**config.mk**
```make
export PLATFORM = sky130hd
export DESIGN_NAME = tsp_sync_flag_inserter
export DESIGN_NICKNAME = d
export VERILOG_FILES = /design/src/rtl/tsfi_pkg.sv /design/src/rtl/tsfi_align.sv /design/src/rtl/tsfi_seq.sv /design/src/rtl/tsfi_rewrite.sv /design/src/rtl/tsp_sync_flag_inserter.sv
export SDC_FILE = /design/constraint.sdc
export NUM_CORES = 1
export LEC_CHECK = 0
export ABC_AREA = 1
export BUFFER_PORTS_ARGS = -buffer_cell sky130_fd_sc_hd__clkbuf_2
export CORE_UTILIZATION = 61
export CTS_CLUSTER_DIAMETER = 120
export DETAILED_ROUTE_END_ITERATION = 6
export GPL_TIMING_DRIVEN = 1
export MAX_ROUTING_LAYER = met4
export PLACE_DENSITY = 0.86
export RECOVER_POWER = 25
export SYNTH_ARGS = -nofsm -noshare
export SYNTH_HDL_FRONTEND = slang
export SYNTH_SLANG_ARGS = --single-unit
```
**constraint.sdc**
```tcl
create_clock -name clk -period 5 [get_ports clk]
set_clock_uncertainty 0.15 [all_clocks]
set_input_delay 0 -clock clk [delete_from_list [all_inputs] [get_ports clk]]
set_output_delay 0 -clock clk [all_outputs]
set_load 0.1 [all_outputs]
```
**src/rtl/tsfi_pkg.sv**
```systemverilog
package tsfi_pkg;
   typedef enum logic [1:0] {
      ALN_HUNT = 2'd0,
      ALN_ACQ  = 2'd1,
      ALN_LOCK = 2'd2
   } aln_state_e;
endpackage

```
**src/rtl/tsfi_align.sv**
```systemverilog
module tsfi_align
   import tsfi_pkg::*;
#(
   parameter int LEN_W  = 8,
   parameter int CONF_W = 4
) (
   input  logic              clk,
   input  logic              rst_n,
   input  logic              cfg_search,
   input  logic [7:0]        cfg_sync,
   input  logic [LEN_W-1:0]  cfg_len,
   input  logic [CONF_W-1:0] cfg_thr,
   input  logic              in_valid,
   input  logic [7:0]        in_byte,
   input  logic              in_fstart,
   output logic              start_evt,
   output logic              locked
);
   aln_state_e        st, st_n;
   logic [LEN_W-1:0]  pos, pos_n, pos_adv;
   logic [CONF_W-1:0] conf, conf_n, thr;
   logic              hit, at_bnd;

   assign thr     = (cfg_thr == '0) ? CONF_W'(1) : cfg_thr;
   assign hit     = (in_byte == cfg_sync);
   assign at_bnd  = (pos == '0);
   assign pos_adv = (pos >= cfg_len - LEN_W'(1)) ? '0 : pos + LEN_W'(1);

   always_comb begin
      st_n   = st;
      pos_n  = pos;
      conf_n = conf;
      if (!cfg_search) begin
         st_n   = ALN_HUNT;
         conf_n = '0;
      end else if (in_valid) begin
         case (st)
            ALN_HUNT: begin
               if (hit) begin
                  conf_n = CONF_W'(1);
                  pos_n  = (cfg_len > LEN_W'(1)) ? LEN_W'(1) : '0;
                  st_n   = (thr == CONF_W'(1)) ? ALN_LOCK : ALN_ACQ;
               end
            end
            ALN_ACQ: begin
               pos_n = pos_adv;
               if (at_bnd) begin
                  if (hit) begin
                     conf_n = conf + CONF_W'(1);
                     if ((conf + CONF_W'(1)) >= thr) st_n = ALN_LOCK;
                  end else begin
                     conf_n = '0;
                     st_n   = ALN_HUNT;
                  end
               end
            end
            ALN_LOCK: begin
               pos_n = pos_adv;
               if (at_bnd) begin
                  if (hit) begin
                     conf_n = (conf >= thr) ? thr : conf + CONF_W'(1);
                  end else if (conf <= CONF_W'(1)) begin
                     conf_n = '0;
                     st_n   = ALN_HUNT;
                  end else begin
                     conf_n = conf - CONF_W'(1);
                  end
               end
            end
            default: st_n = ALN_HUNT;
         endcase
      end
   end

   always_ff @(posedge clk or negedge rst_n) begin
      if (!rst_n) begin
         st   <= ALN_HUNT;
         pos  <= '0;
         conf <= '0;
      end else begin
         st   <= st_n;
         pos  <= pos_n;
         conf <= conf_n;
      end
   end

   assign start_evt = cfg_search ? (in_valid && st == ALN_LOCK && at_bnd)
                                 : (in_valid && in_fstart);
   assign locked    = (st == ALN_LOCK);

   p_stall_hold_r11: assert property (@(posedge clk) disable iff (!rst_n)
      (!in_valid && cfg_search) |=> ($stable(pos) && $stable(st) && $stable(conf)));
   p_pulse_nolock_r3: assert property (@(posedge clk) disable iff (!rst_n)
      !cfg_search |=> (st == ALN_HUNT));
   p_lock_conf_r9: assert property (@(posedge clk) disable iff (!rst_n)
      (st == ALN_LOCK) |-> (conf != '0));
endmodule

```
**src/rtl/tsfi_seq.sv**
```systemverilog
module tsfi_seq #(
   parameter int SEQ_PERIOD = 8
) (
   input  logic clk,
   input  logic rst_n,
   input  logic in_seqstart,
   input  logic start_evt,
   output logic invert,
   output logic first
);
   localparam int SEQ_W = (SEQ_PERIOD > 1) ? $clog2(SEQ_PERIOD) : 1;

   logic [SEQ_W-1:0] cnt, base, nxt;
   logic             pend, ss_d, fall;

   assign fall   = ss_d && !in_seqstart;
   assign base   = pend ? '0 : cnt;
   assign invert = (base == '0);
   assign first  = start_evt && pend;

   generate
      if ((SEQ_PERIOD & (SEQ_PERIOD - 1)) == 0) begin : g_pow2
         assign nxt = base + SEQ_W'(1);
      end else begin : g_mod
         assign nxt = (base == SEQ_W'(SEQ_PERIOD - 1)) ? '0 : base + SEQ_W'(1);
      end
   endgenerate

   always_ff @(posedge clk or negedge rst_n) begin
      if (!rst_n) begin
         cnt  <= '0;
         pend <= 1'b0;
         ss_d <= 1'b0;
      end else begin
         ss_d <= in_seqstart;
         if (start_evt) cnt <= nxt;
         if (fall) pend <= 1'b1;
         else if (start_evt) pend <= 1'b0;
      end
   end

   p_restart_cnt_r7: assert property (@(posedge clk) disable iff (!rst_n)
      (start_evt && pend) |=> (cnt == SEQ_W'(1)));
   p_fall_pend_r7: assert property (@(posedge clk) disable iff (!rst_n)
      (ss_d && !in_seqstart) |=> pend);
endmodule

```
**src/rtl/tsfi_rewrite.sv**
```systemverilog
module tsfi_rewrite #(
   parameter int GAP_W   = 5,
   parameter bit IRQ_REG = 1'b0
) (
   input  logic             clk,
   input  logic             rst_n,
   input  logic             cfg_insert,
   input  logic             cfg_search,
   input  logic [7:0]       cfg_sync,
   input  logic [GAP_W-1:0] cfg_gap,
   input  logic             cfg_irq_en,
   input  logic             in_valid,
   input  logic [7:0]       in_byte,
   input  logic             in_err,
   input  logic             start_evt,
   input  logic             invert,
   input  logic             first,
   output logic [7:0]       out_byte,
   output logic             out_valid,
   output logic             out_fstart,
   output logic             out_first,
   output logic             err_store,
   output logic             irq
);
   logic [7:0]       wr;
   logic             hdr_err, fs_q;
   logic [GAP_W-1:0] fs_rem;

   always_comb begin
      wr = in_byte;
      if (start_evt && cfg_insert) wr = invert ? ~cfg_sync : cfg_sync;
      else if (!start_evt && hdr_err) wr[7] = 1'b1;
   end

   always_ff @(posedge clk or negedge rst_n) begin
      if (!rst_n) begin
         out_byte  <= '0;
         out_valid <= 1'b0;
         out_first <= 1'b0;
         hdr_err   <= 1'b0;
         err_store <= 1'b0;
         fs_q      <= 1'b0;
         fs_rem    <= '0;
      end else begin
         out_valid <= in_valid;
         out_first <= first;
         if (in_valid) begin
            out_byte <= wr;
            hdr_err  <= start_evt && in_err;
         end
         if (start_evt && in_err) err_store <= 1'b1;
         if (start_evt && cfg_search) begin
            fs_q   <= 1'b1;
            fs_rem <= cfg_gap;
         end else if (fs_rem != '0) begin
            fs_q   <= 1'b1;
            fs_rem <= fs_rem - GAP_W'(1);
         end else begin
            fs_q <= 1'b0;
         end
      end
   end

   assign out_fstart = fs_q;

   generate
      if (IRQ_REG) begin : g_irq_reg
         logic irq_q;
         always_ff @(posedge clk or negedge rst_n) begin
            if (!rst_n) irq_q <= 1'b0;
            else        irq_q <= (err_store || (start_evt && in_err)) && cfg_irq_en;
         end
         assign irq = irq_q;
      end else begin : g_irq_comb
         assign irq = err_store && cfg_irq_en;
      end
   endgenerate

   p_err_sticky_r5: assert property (@(posedge clk) disable iff (!rst_n)
      err_store |=> err_store);
   p_hdr_mark_r5: assert property (@(posedge clk) disable iff (!rst_n)
      (in_valid && hdr_err && !start_evt) |=> out_byte[7]);
   p_irq_src_r6: assert property (@(posedge clk) disable iff (!rst_n)
      irq |-> err_store);
   p_fs_src_r10: assert property (@(posedge clk) disable iff (!rst_n)
      $rose(fs_q) |-> $past(cfg_search));
   p_first_valid_r7: assert property (@(posedge clk) disable iff (!rst_n)
      out_first |-> out_valid);
endmodule

```
**src/rtl/tsp_sync_flag_inserter.sv**
```systemverilog
module tsp_sync_flag_inserter #(
   parameter int LEN_W      = 8,
   parameter int CONF_W     = 4,
   parameter int GAP_W      = 5,
   parameter int SEQ_PERIOD = 8,
   parameter bit IRQ_REG    = 1'b0
) (
   input  logic              clk,
   input  logic              rst_n,
   input  logic              cfg_search,
   input  logic              cfg_insert,
   input  logic [7:0]        cfg_sync,
   input  logic [LEN_W-1:0]  cfg_pkt_len,
   input  logic [CONF_W-1:0] cfg_lock_thr,
   input  logic [GAP_W-1:0]  cfg_gap,
   input  logic              cfg_irq_en,
   input  logic [7:0]        in_byte,
   input  logic              in_valid,
   input  logic              in_fstart,
   input  logic              in_seqstart,
   input  logic              in_err,
   output logic [7:0]        out_byte,
   output logic              out_valid,
   output logic              out_fstart,
   output logic              out_first,
   output logic              out_lock,
   output logic              err_store,
   output logic              irq
);
   generate
      if (LEN_W < 2) begin : g_bad_len
         $error("LEN_W must be at least 2");
      end
      if (CONF_W < 1) begin : g_bad_conf
         $error("CONF_W must be at least 1");
      end
      if (GAP_W < 1) begin : g_bad_gap
         $error("GAP_W must be at least 1");
      end
      if (SEQ_PERIOD < 2) begin : g_bad_seq
         $error("SEQ_PERIOD must be at least 2");
      end
   endgenerate

   logic start_evt, invert, first;

   tsfi_align #(.LEN_W(LEN_W), .CONF_W(CONF_W)) u_align (
      .clk       (clk),
      .rst_n     (rst_n),
      .cfg_search(cfg_search),
      .cfg_sync  (cfg_sync),
      .cfg_len   (cfg_pkt_len),
      .cfg_thr   (cfg_lock_thr),
      .in_valid  (in_valid),
      .in_byte   (in_byte),
      .in_fstart (in_fstart),
      .start_evt (start_evt),
      .locked    (out_lock)
   );

   tsfi_seq #(.SEQ_PERIOD(SEQ_PERIOD)) u_seq (
      .clk        (clk),
      .rst_n      (rst_n),
      .in_seqstart(in_seqstart),
      .start_evt  (start_evt),
      .invert     (invert),
      .first      (first)
   );

   tsfi_rewrite #(.GAP_W(GAP_W), .IRQ_REG(IRQ_REG)) u_rewrite (
      .clk       (clk),
      .rst_n     (rst_n),
      .cfg_insert(cfg_insert),
      .cfg_search(cfg_search),
      .cfg_sync  (cfg_sync),
      .cfg_gap   (cfg_gap),
      .cfg_irq_en(cfg_irq_en),
      .in_valid  (in_valid),
      .in_byte   (in_byte),
      .in_err    (in_err),
      .start_evt (start_evt),
      .invert    (invert),
      .first     (first),
      .out_byte  (out_byte),
      .out_valid (out_valid),
      .out_fstart(out_fstart),
      .out_first (out_first),
      .err_store (err_store),
      .irq       (irq)
   );

   p_rst_quiet_r1: assert property (@(posedge clk) disable iff (!rst_n)
      $rose(rst_n) |-> (!out_valid && !err_store));
   p_nolock_pulse_r3: assert property (@(posedge clk) disable iff (!rst_n)
      !cfg_search |=> !out_lock);
endmodule

```
==> results of run 1 <==
==> layout make-up <==
type / count / area [um2]
tap: 67 / 83.8
multi-input combinational: 334 / 1840
clock inverter: 2 / 37.5
sequential: 37 / 926
clock buffer: 6 / 82.6
inverter: 73 / 274
fill: 354 / 1050
timing repair buffer: 78 / 488
==> logic make-up after synthesis <==
group	count (synthesis)	synth area share [%]
adder cells (fa/ha/maj)	30	12.2
XOR/XNOR	26	7.40
buffers and inverters	78	10.1
flip-flops	37	30.1
AND/OR/NAND/NOR	226	30.9
AO/OA/AOI/OAI	52	9.39
==> synthesized netlist by cell type, types with 2 or more instances <==
| cell type | count |
|---|---|
| o21ai_0 | 27 |
| nand2_4 | 2 |
| o21a_1 | 2 |
| xnor2_1 | 12 |
| nand3_1 | 27 |
| buf_4 | 2 |
| nand2_1 | 134 |
| inv_1 | 73 |
| xor2_1 | 14 |
| ha_1 | 30 |
| a21oi_2 | 2 |
| nand4_1 | 9 |
| dfrtp_1 | 37 |
| buf_2 | 2 |
| nor3_1 | 6 |
| a21oi_1 | 14 |
| nor2_1 | 44 |
| o21ai_1 | 2 |
==> final timing paths <==
path / endpoint / startpoint
setup / recovery: u_rewrite.out_byte[4]$_DFFE_PN0P_ / u_align.st[0]$_DFFE_PN0P_
hold / removal: u_rewrite.out_byte[6]$_DFFE_PN0P_ / in_byte[6]
setup reg to reg: u_rewrite.out_byte[4]$_DFFE_PN0P_ / u_align.st[0]$_DFFE_PN0P_
hold reg to reg: u_rewrite.out_byte[0]$_DFFE_PN0P_ / u_rewrite.out_byte[0]$_DFFE_PN0P_
max in group asynchronous: u_seq.cnt[1]$_DFFE_PN0P_ / rst_n
min in group asynchronous: u_rewrite.out_byte[3]$_DFFE_PN0P_ / rst_n
==> cells in the final DEF, fill, tap and decap left out, types with 2 or more instances in the layout <==
master / synthesis / layout
nand2_1: 134 / 134
inv_1: 73 / 73
nor2_1: 44 / 44
clkbuf_2: 0 / 41
dfrtp_1: 37 / 37
ha_1: 30 / 30
nand3_1: 27 / 27
o21ai_0: 27 / 27
dlygate4sd3_1: 0 / 23
xor2_1: 14 / 14
a21oi_1: 14 / 14
clkbuf_1: 0 / 14
xnor2_1: 12 / 12
nand4_1: 9 / 9
nor3_1: 6 / 6
clkbuf_8: 0 / 6
nand2_4: 2 / 2
o21a_1: 2 / 2
a21oi_2: 2 / 2
o21ai_1: 2 / 2
==> flip-flops by register name, indices dropped and copies added, names as in the netlist <==
| signal | count |
|---|---|
| u_rewrite.hdr_err | 1 |
| u_rewrite.fs_rem | 5 |
| u_align.pos | 8 |
| u_rewrite.out_fstart | 1 |
| u_seq.cnt | 3 |
| u_seq.pend | 1 |
| u_seq.ss_d | 1 |
| u_align.st | 2 |
| u_rewrite.out_byte | 8 |
| u_rewrite.err_store | 1 |
| u_align.conf | 4 |
| u_rewrite.out_valid | 1 |
| u_rewrite.out_first | 1 |
==> power breakdown <==
group          leakage [uW]  internal (uW)  switching, uW
logic               0.00154            196            365
clock network     0.0000574            162            110
registers          0.000460            360           57.0
total               0.00205            719            532
==> per-layer routing <==
metal | global-route usage (%) | vias up
met5 | - | -
met4 | 10.2 | 0
met3 | 3.87 | 24
met2 | 53.4 | 107
met1 | 37.1 | 1411
li1 | - | 1569
==> worst max-delay path: stages, from the launching register on <==
cell and delay (ns):
dfrtp_1 0.40, inv_1 0.09, ha_1 0.36, nand2_1 0.10, inv_1 0.12, nand3_4 0.13
nand2_4 0.16, nand2_4 0.14, a21oi_1 0.16, o21ai_0 0.13, dlygate4sd3_1 0.58, nand2_1 0.06
==> per-stage QoR <==
stage	util (%)	worst slack, ns	cell area [um2]	std cells	power [uW]
after floorplan	-	2.51	3080	449	838
after global placement	71.1	2.61	3400	566	939
after detailed placement	71.1	2.52	3400	566	964
after CTS	78.4	2.47	3750	597	1250
after global routing	78.0	2.15	3730	597	1350
final	78.0	2.36	3730	597	1250
==> timing repair <==
action / CTS / global route
setup buffers: 0 / 0
hold buffers: 23 / 0
endpoints found under the hold margin: 58 / 0
==> flow_summary.toml, run 1 <==
[route]
routed_wl_mm = 7.26
ant_nets = 0
avgViaCountPerCell = 5.21
wirelength_met1_mm = 3.15
dr.pass1.iters = 5
highest_layer = "met4"
drt_iter0_markers = 222
wl_met3_um = 387
drc = 0
dr_wl_met2_mm = 3.56
num_vias = 3111
wl_per_cell_um = 12.2

[worst_setup_path]
critPathRequiredTime_ns = 5.08
cp.arrival_ns = 2.72
worst-setup-path-type = "reg2reg"
r2r_cells = 11
startpoint_type = "flop"
path_max_fanout = 15
cp-end-kind = "flop"
r2r_slack_ns = 2.36

[power]
peakVddDrop_v = 0.000217
p_per_area_nw_per_um2 = 335
cellLeakagePower_uw = 0.00205

[die]
die_area_um2 = 5330
die_h_um = 73.0
die-width_um = 73.0
row_count = 25
num_io_pins = 56
initial_core_util_pct = 64.3
coreArea_um2 = 4790

[placement]
numPortBuffers = 55
place_hpwl_mm = 5.27
globalplace.congestion = 0.938

[clock_tree]
clkTransAtPathRegs_ns = 0.08
cts_resized = 0
clockBufferDepth = 2
cts_buffers = 5
root_buffer = "clkbuf_8"
clkLatencyLatePin_ns = 0.29
clock-sinks = 37
htreeDepth = 2
cts_tree = "done"

[synthesis]
ys_warn_count = 0
synth_top_area_share_pct = 30.1
synth_edf_count = 0
syn_nets = 521
ys_ff_latch = 37
ys_seq_area_share_pct = 30.1
ys_types = 28
netlist_area_um2 = 3080
synth_ff_type = "dfrtp_1"
netlist_instances = 449
synth_top_cell_by_area = "dfrtp_1"
synthTopCellsByArea = "dfrtp_1 (30%), nand2_1 (16%), ha_1 (12%), inv_1 (8.9%), nor2_1 (5.4%)"
ys_async_sr_fraction_pct = 100
avgSynthCellArea_um2 = 6.86

[timing]
max_freq_mhz = 379
hold_slack_ns = 0.00198
tightest_slew_ns = 2.03
finalCritPeriodShare_pct = 52.7
setup_viol = 0
finalHoldViolations = 0
setup_tns_ns = 0
rsz0062_at_grt = "false"
report.final.slew_viol_count = 38
min_period_ns = 2.64
relSlewSlack_pct = -35.5

[global_routing]
grt_start_max_net_pins = 38
grt_pass1_vias = 3019
antenna_found_initial = 0
grt_overflow_total = 0
grtUsageTotal_pct = 30.8
grt_pass1_wl_mm = 12.5

[layout]
layout-drive-gt1-share_pct = 10.6
antennaDiodeCount = 0
fin_nets = 601
area_growth_pct = 21.3

[hold_path]
hold_path_class = "in2reg"
min_path_cells = 5

[run]
drv_cap = 1

[run_status]
outcome = "complete, but fails checks"
violations = "max-capacitance violations, max-slew violations"
No activity file was read; power rests on OpenSTA's default activity.
==> run 2: changes to the inputs <==
--- a/config.mk
+++ b/config.mk
@@ -7,12 +7,12 @@
 export LEC_CHECK = 0
 export ABC_AREA = 1
 export BUFFER_PORTS_ARGS = -buffer_cell sky130_fd_sc_hd__clkbuf_2
-export CORE_UTILIZATION = 61
+export CORE_UTILIZATION = 57
 export CTS_CLUSTER_DIAMETER = 120
 export DETAILED_ROUTE_END_ITERATION = 6
 export GPL_TIMING_DRIVEN = 1
 export MAX_ROUTING_LAYER = met4
-export PLACE_DENSITY = 0.86
+export PLACE_DENSITY = 0.81
 export RECOVER_POWER = 25
 export SYNTH_ARGS = -nofsm -noshare
 export SYNTH_HDL_FRONTEND = slang
==> constraint.sdc (replaced) <==
create_clock -name clk -period 2.5 [get_ports clk]
set_clock_uncertainty 0.15 [all_clocks]
set_input_delay 0 -clock clk [delete_from_list [all_inputs] [get_ports clk]]
set_output_delay 0 -clock clk [all_outputs]
set_load 0.1 [all_outputs]
==> run 2 against run 1 <==
  * The run now ends clean
  * Count of clock-buffer cells in the layout down 1
  * Worst setup slack worse by 2.2 ns
  * Sequential share of layout area down 0.15 points
  * Non-clock buffer count up 3
  * Critical endpoint is now u_align.pos[2]$_DFFE_PN0P_
  * Largest cell class unchanged
  * Highest routed layer unchanged
==> flow_summary.toml, run 2 (synthesized netlist as in run 1, its figures left out) <==
[layout]
reg_top3 = "u_align.pos x8, u_rewrite.out_byte x8, u_rewrite.fs_rem x5"
layout-drive-gt1-share_pct = 11.3
fin_nets = 604
register_area_um2 = 926
fin_area_um2 = 3760
mostFrequentLayoutCells = "nand2_1 (134), inv_1 (73), nor2_1 (44)"
fillers = 448
area_growth_pct = 22.0
antennaDiodeCount = 0
multi_input_area_um2 = 1840
mostFrequentLayoutCell = "nand2_1"

[global_routing]
grt_util_met2_pct = 48.4
grt_overflow_total = 0
grt_start_max_net_pins = 38
busiest_layer = "met2"
antenna_found_initial = 0
grt_pass1_vias = 2776
met3_usage_pct = 5.95
grtUsageTotal_pct = 27.7
grt_pass1_wl_mm = 11.6
grt_util_met1_pct = 32.3

[worst_setup_path]
endpoint = "u_align.pos[2]$_DFFE_PN0P_"
startpoint_type = "flop"
r2r-end = "u_align.pos[2]$_DFFE_PN0P_"
worst-setup-path-type = "reg2reg"
path_max_fanout = 8
cp.arrival_ns = 2.37
worstSetupStartpoint = "u_align.st[0]$_DFFE_PN0P_"
critPathRequiredTime_ns = 2.57
cp-end-kind = "flop"
r2r_slack_ns = 0.20
worstReg2RegStart = "u_align.st[0]$_DFFE_PN0P_"
r2r_cells = 7

[timing]
setup_viol = 0
rsz0062_at_grt = "false"
finalCritPeriodShare_pct = 92.0
max_freq_mhz = 435
tightest_slew_ns = 1.18
report.final.slew_viol_count = 0
min_period_ns = 2.30
finalHoldViolations = 0
setup_tns_ns = 0
relSlewSlack_pct = 22.0

[power]
total_power_uw = 2520
clock_power_share_pct = 21.1
switchingPower_uw = 1090
cellLeakagePower_uw = 0.00207
p_per_area_nw_per_um2 = 671
peakVddDrop_v = 0.000478
seqPwrFrac_pct = 32.8
swShare_pct = 43.2
p_int_uw = 1430
power_frac_comb_pct = 46.1

[clock_tree]
htreeDepth = 2
clockBufferDepth = 2
cts_setup_buffers = 0
clock-sinks = 37
clkTransAtPathRegs_ns = 0.08
clkLatencyLatePin_ns = 0.30
cts_buffers = 5
root_buffer = "clkbuf_8"
cts_tree = "done"

[route]
drt_iter0_markers = 171
num_vias = 3050
drc = 0
avgViaCountPerCell = 5.06
routed_wl_mm = 7.28
wl_per_cell_um = 12.1
dr.pass1.iters = 4
ant_nets = 0

[placement]
globalplace.congestion = 0.867
numPortBuffers = 55
place_area_um2 = 3430
place_hpwl_mm = 5.32

[die]
initial_core_util_pct = 59.9
die-width_um = 75.5
num_io_pins = 56
die_h_um = 75.5
die_area_um2 = 5700
row_count = 26
coreArea_um2 = 5140

[hold_path]
min_path_cells = 5
hold_path_class = "in2reg"

[run_status]
outcome = "finished clean"

[run]
drv_cap = 0
run 2: cell count changes in the layout (fill, tap and decap cells not counted):
| cell | change |
|---|---|
| buf_4 | +3 |
| clkbuf_1 | -1 |
| clkbuf_2 | +1 |
| clkbuf_8 | -1 |
| clkinv_4 | +1 |
run 2: per-stage QoR:
| stage | worst slack, ns | hold WS (ns) | util, % | instances |
|---|---|---|---|---|
| 2_1_floorplan | 0.0134 | -0.446 | - | 449 |
| 3_3_place_gp | 0.285 | -0.0201 | 66.7 | 572 |
| 3_5_place_dp | 0.129 | -0.0168 | 66.7 | 572 |
| 4_1_cts | 0.210 | 0.00326 | 73.4 | 603 |
| 5_1_grt | 0.0586 | 0.0498 | 73.1 | 603 |
| 6_report | 0.201 | 0.00730 | 73.1 | 603 |
run 2: cell type report:
type / count / share of cell area (%)
tap: 70 / 2.33
clock buffer: 5 / 1.83
timing repair buffer: 81 / 13.6
inverter: 73 / 7.30
clock inverter: 3 / 1.23
multi-input combinational: 334 / 49.0
sequential: 37 / 24.7
run 2: what timing repair did:
action                    4_1_cts  5_1_grt
hold endpoints to repair       57        0
gates resized for setup         0        0
hold buffers                   23        0
run 2: power by group through the flow:
stage	sequential, uW	clock [uW]	combinational (uW)
4_1_cts	825	543	1160
3_3_place_gp	829	0	1090
5_1_grt	843	570	1320
2_1_floorplan	957	0	719
6_report	826	533	1160
3_5_place_dp	835	0	1130
run 2: per-layer routing:
metal,vias up,part of all wire (%)
met4,0,1.0
li1,1576,-
met3,11,4.8
met1,1393,45
met5,-,0
met2,70,49
run 2: worst max-delay path, stage by stage (launching register included):
cell and delay (ns):
dfrtp_1 0.38, inv_1 0.07, ha_1 0.44, inv_1 0.17, a211oi_1 0.28, a21boi_2 0.34, inv_1 0.19, o21ai_0 0.21
run 2: worst min-delay path by stage:
stage	slack, ns	from	to
finish	0.007	in_byte[2]	u_rewrite.out_byte[2]$_DFFE_PN0P_
CTS	0.003	cfg_sync[5]	u_rewrite.out_byte[5]$_DFFE_PN0P_
global placement	-0.02	in_seqstart	u_seq.ss_d$_DFF_PN0_
detailed placement	-0.02	in_seqstart	u_seq.ss_d$_DFF_PN0_
floorplan	-0.45	rst_n	u_align.conf[0]$_DFFE_PN0P_
global route	0.05	in_byte[2]	u_rewrite.out_byte[2]$_DFFE_PN0P_
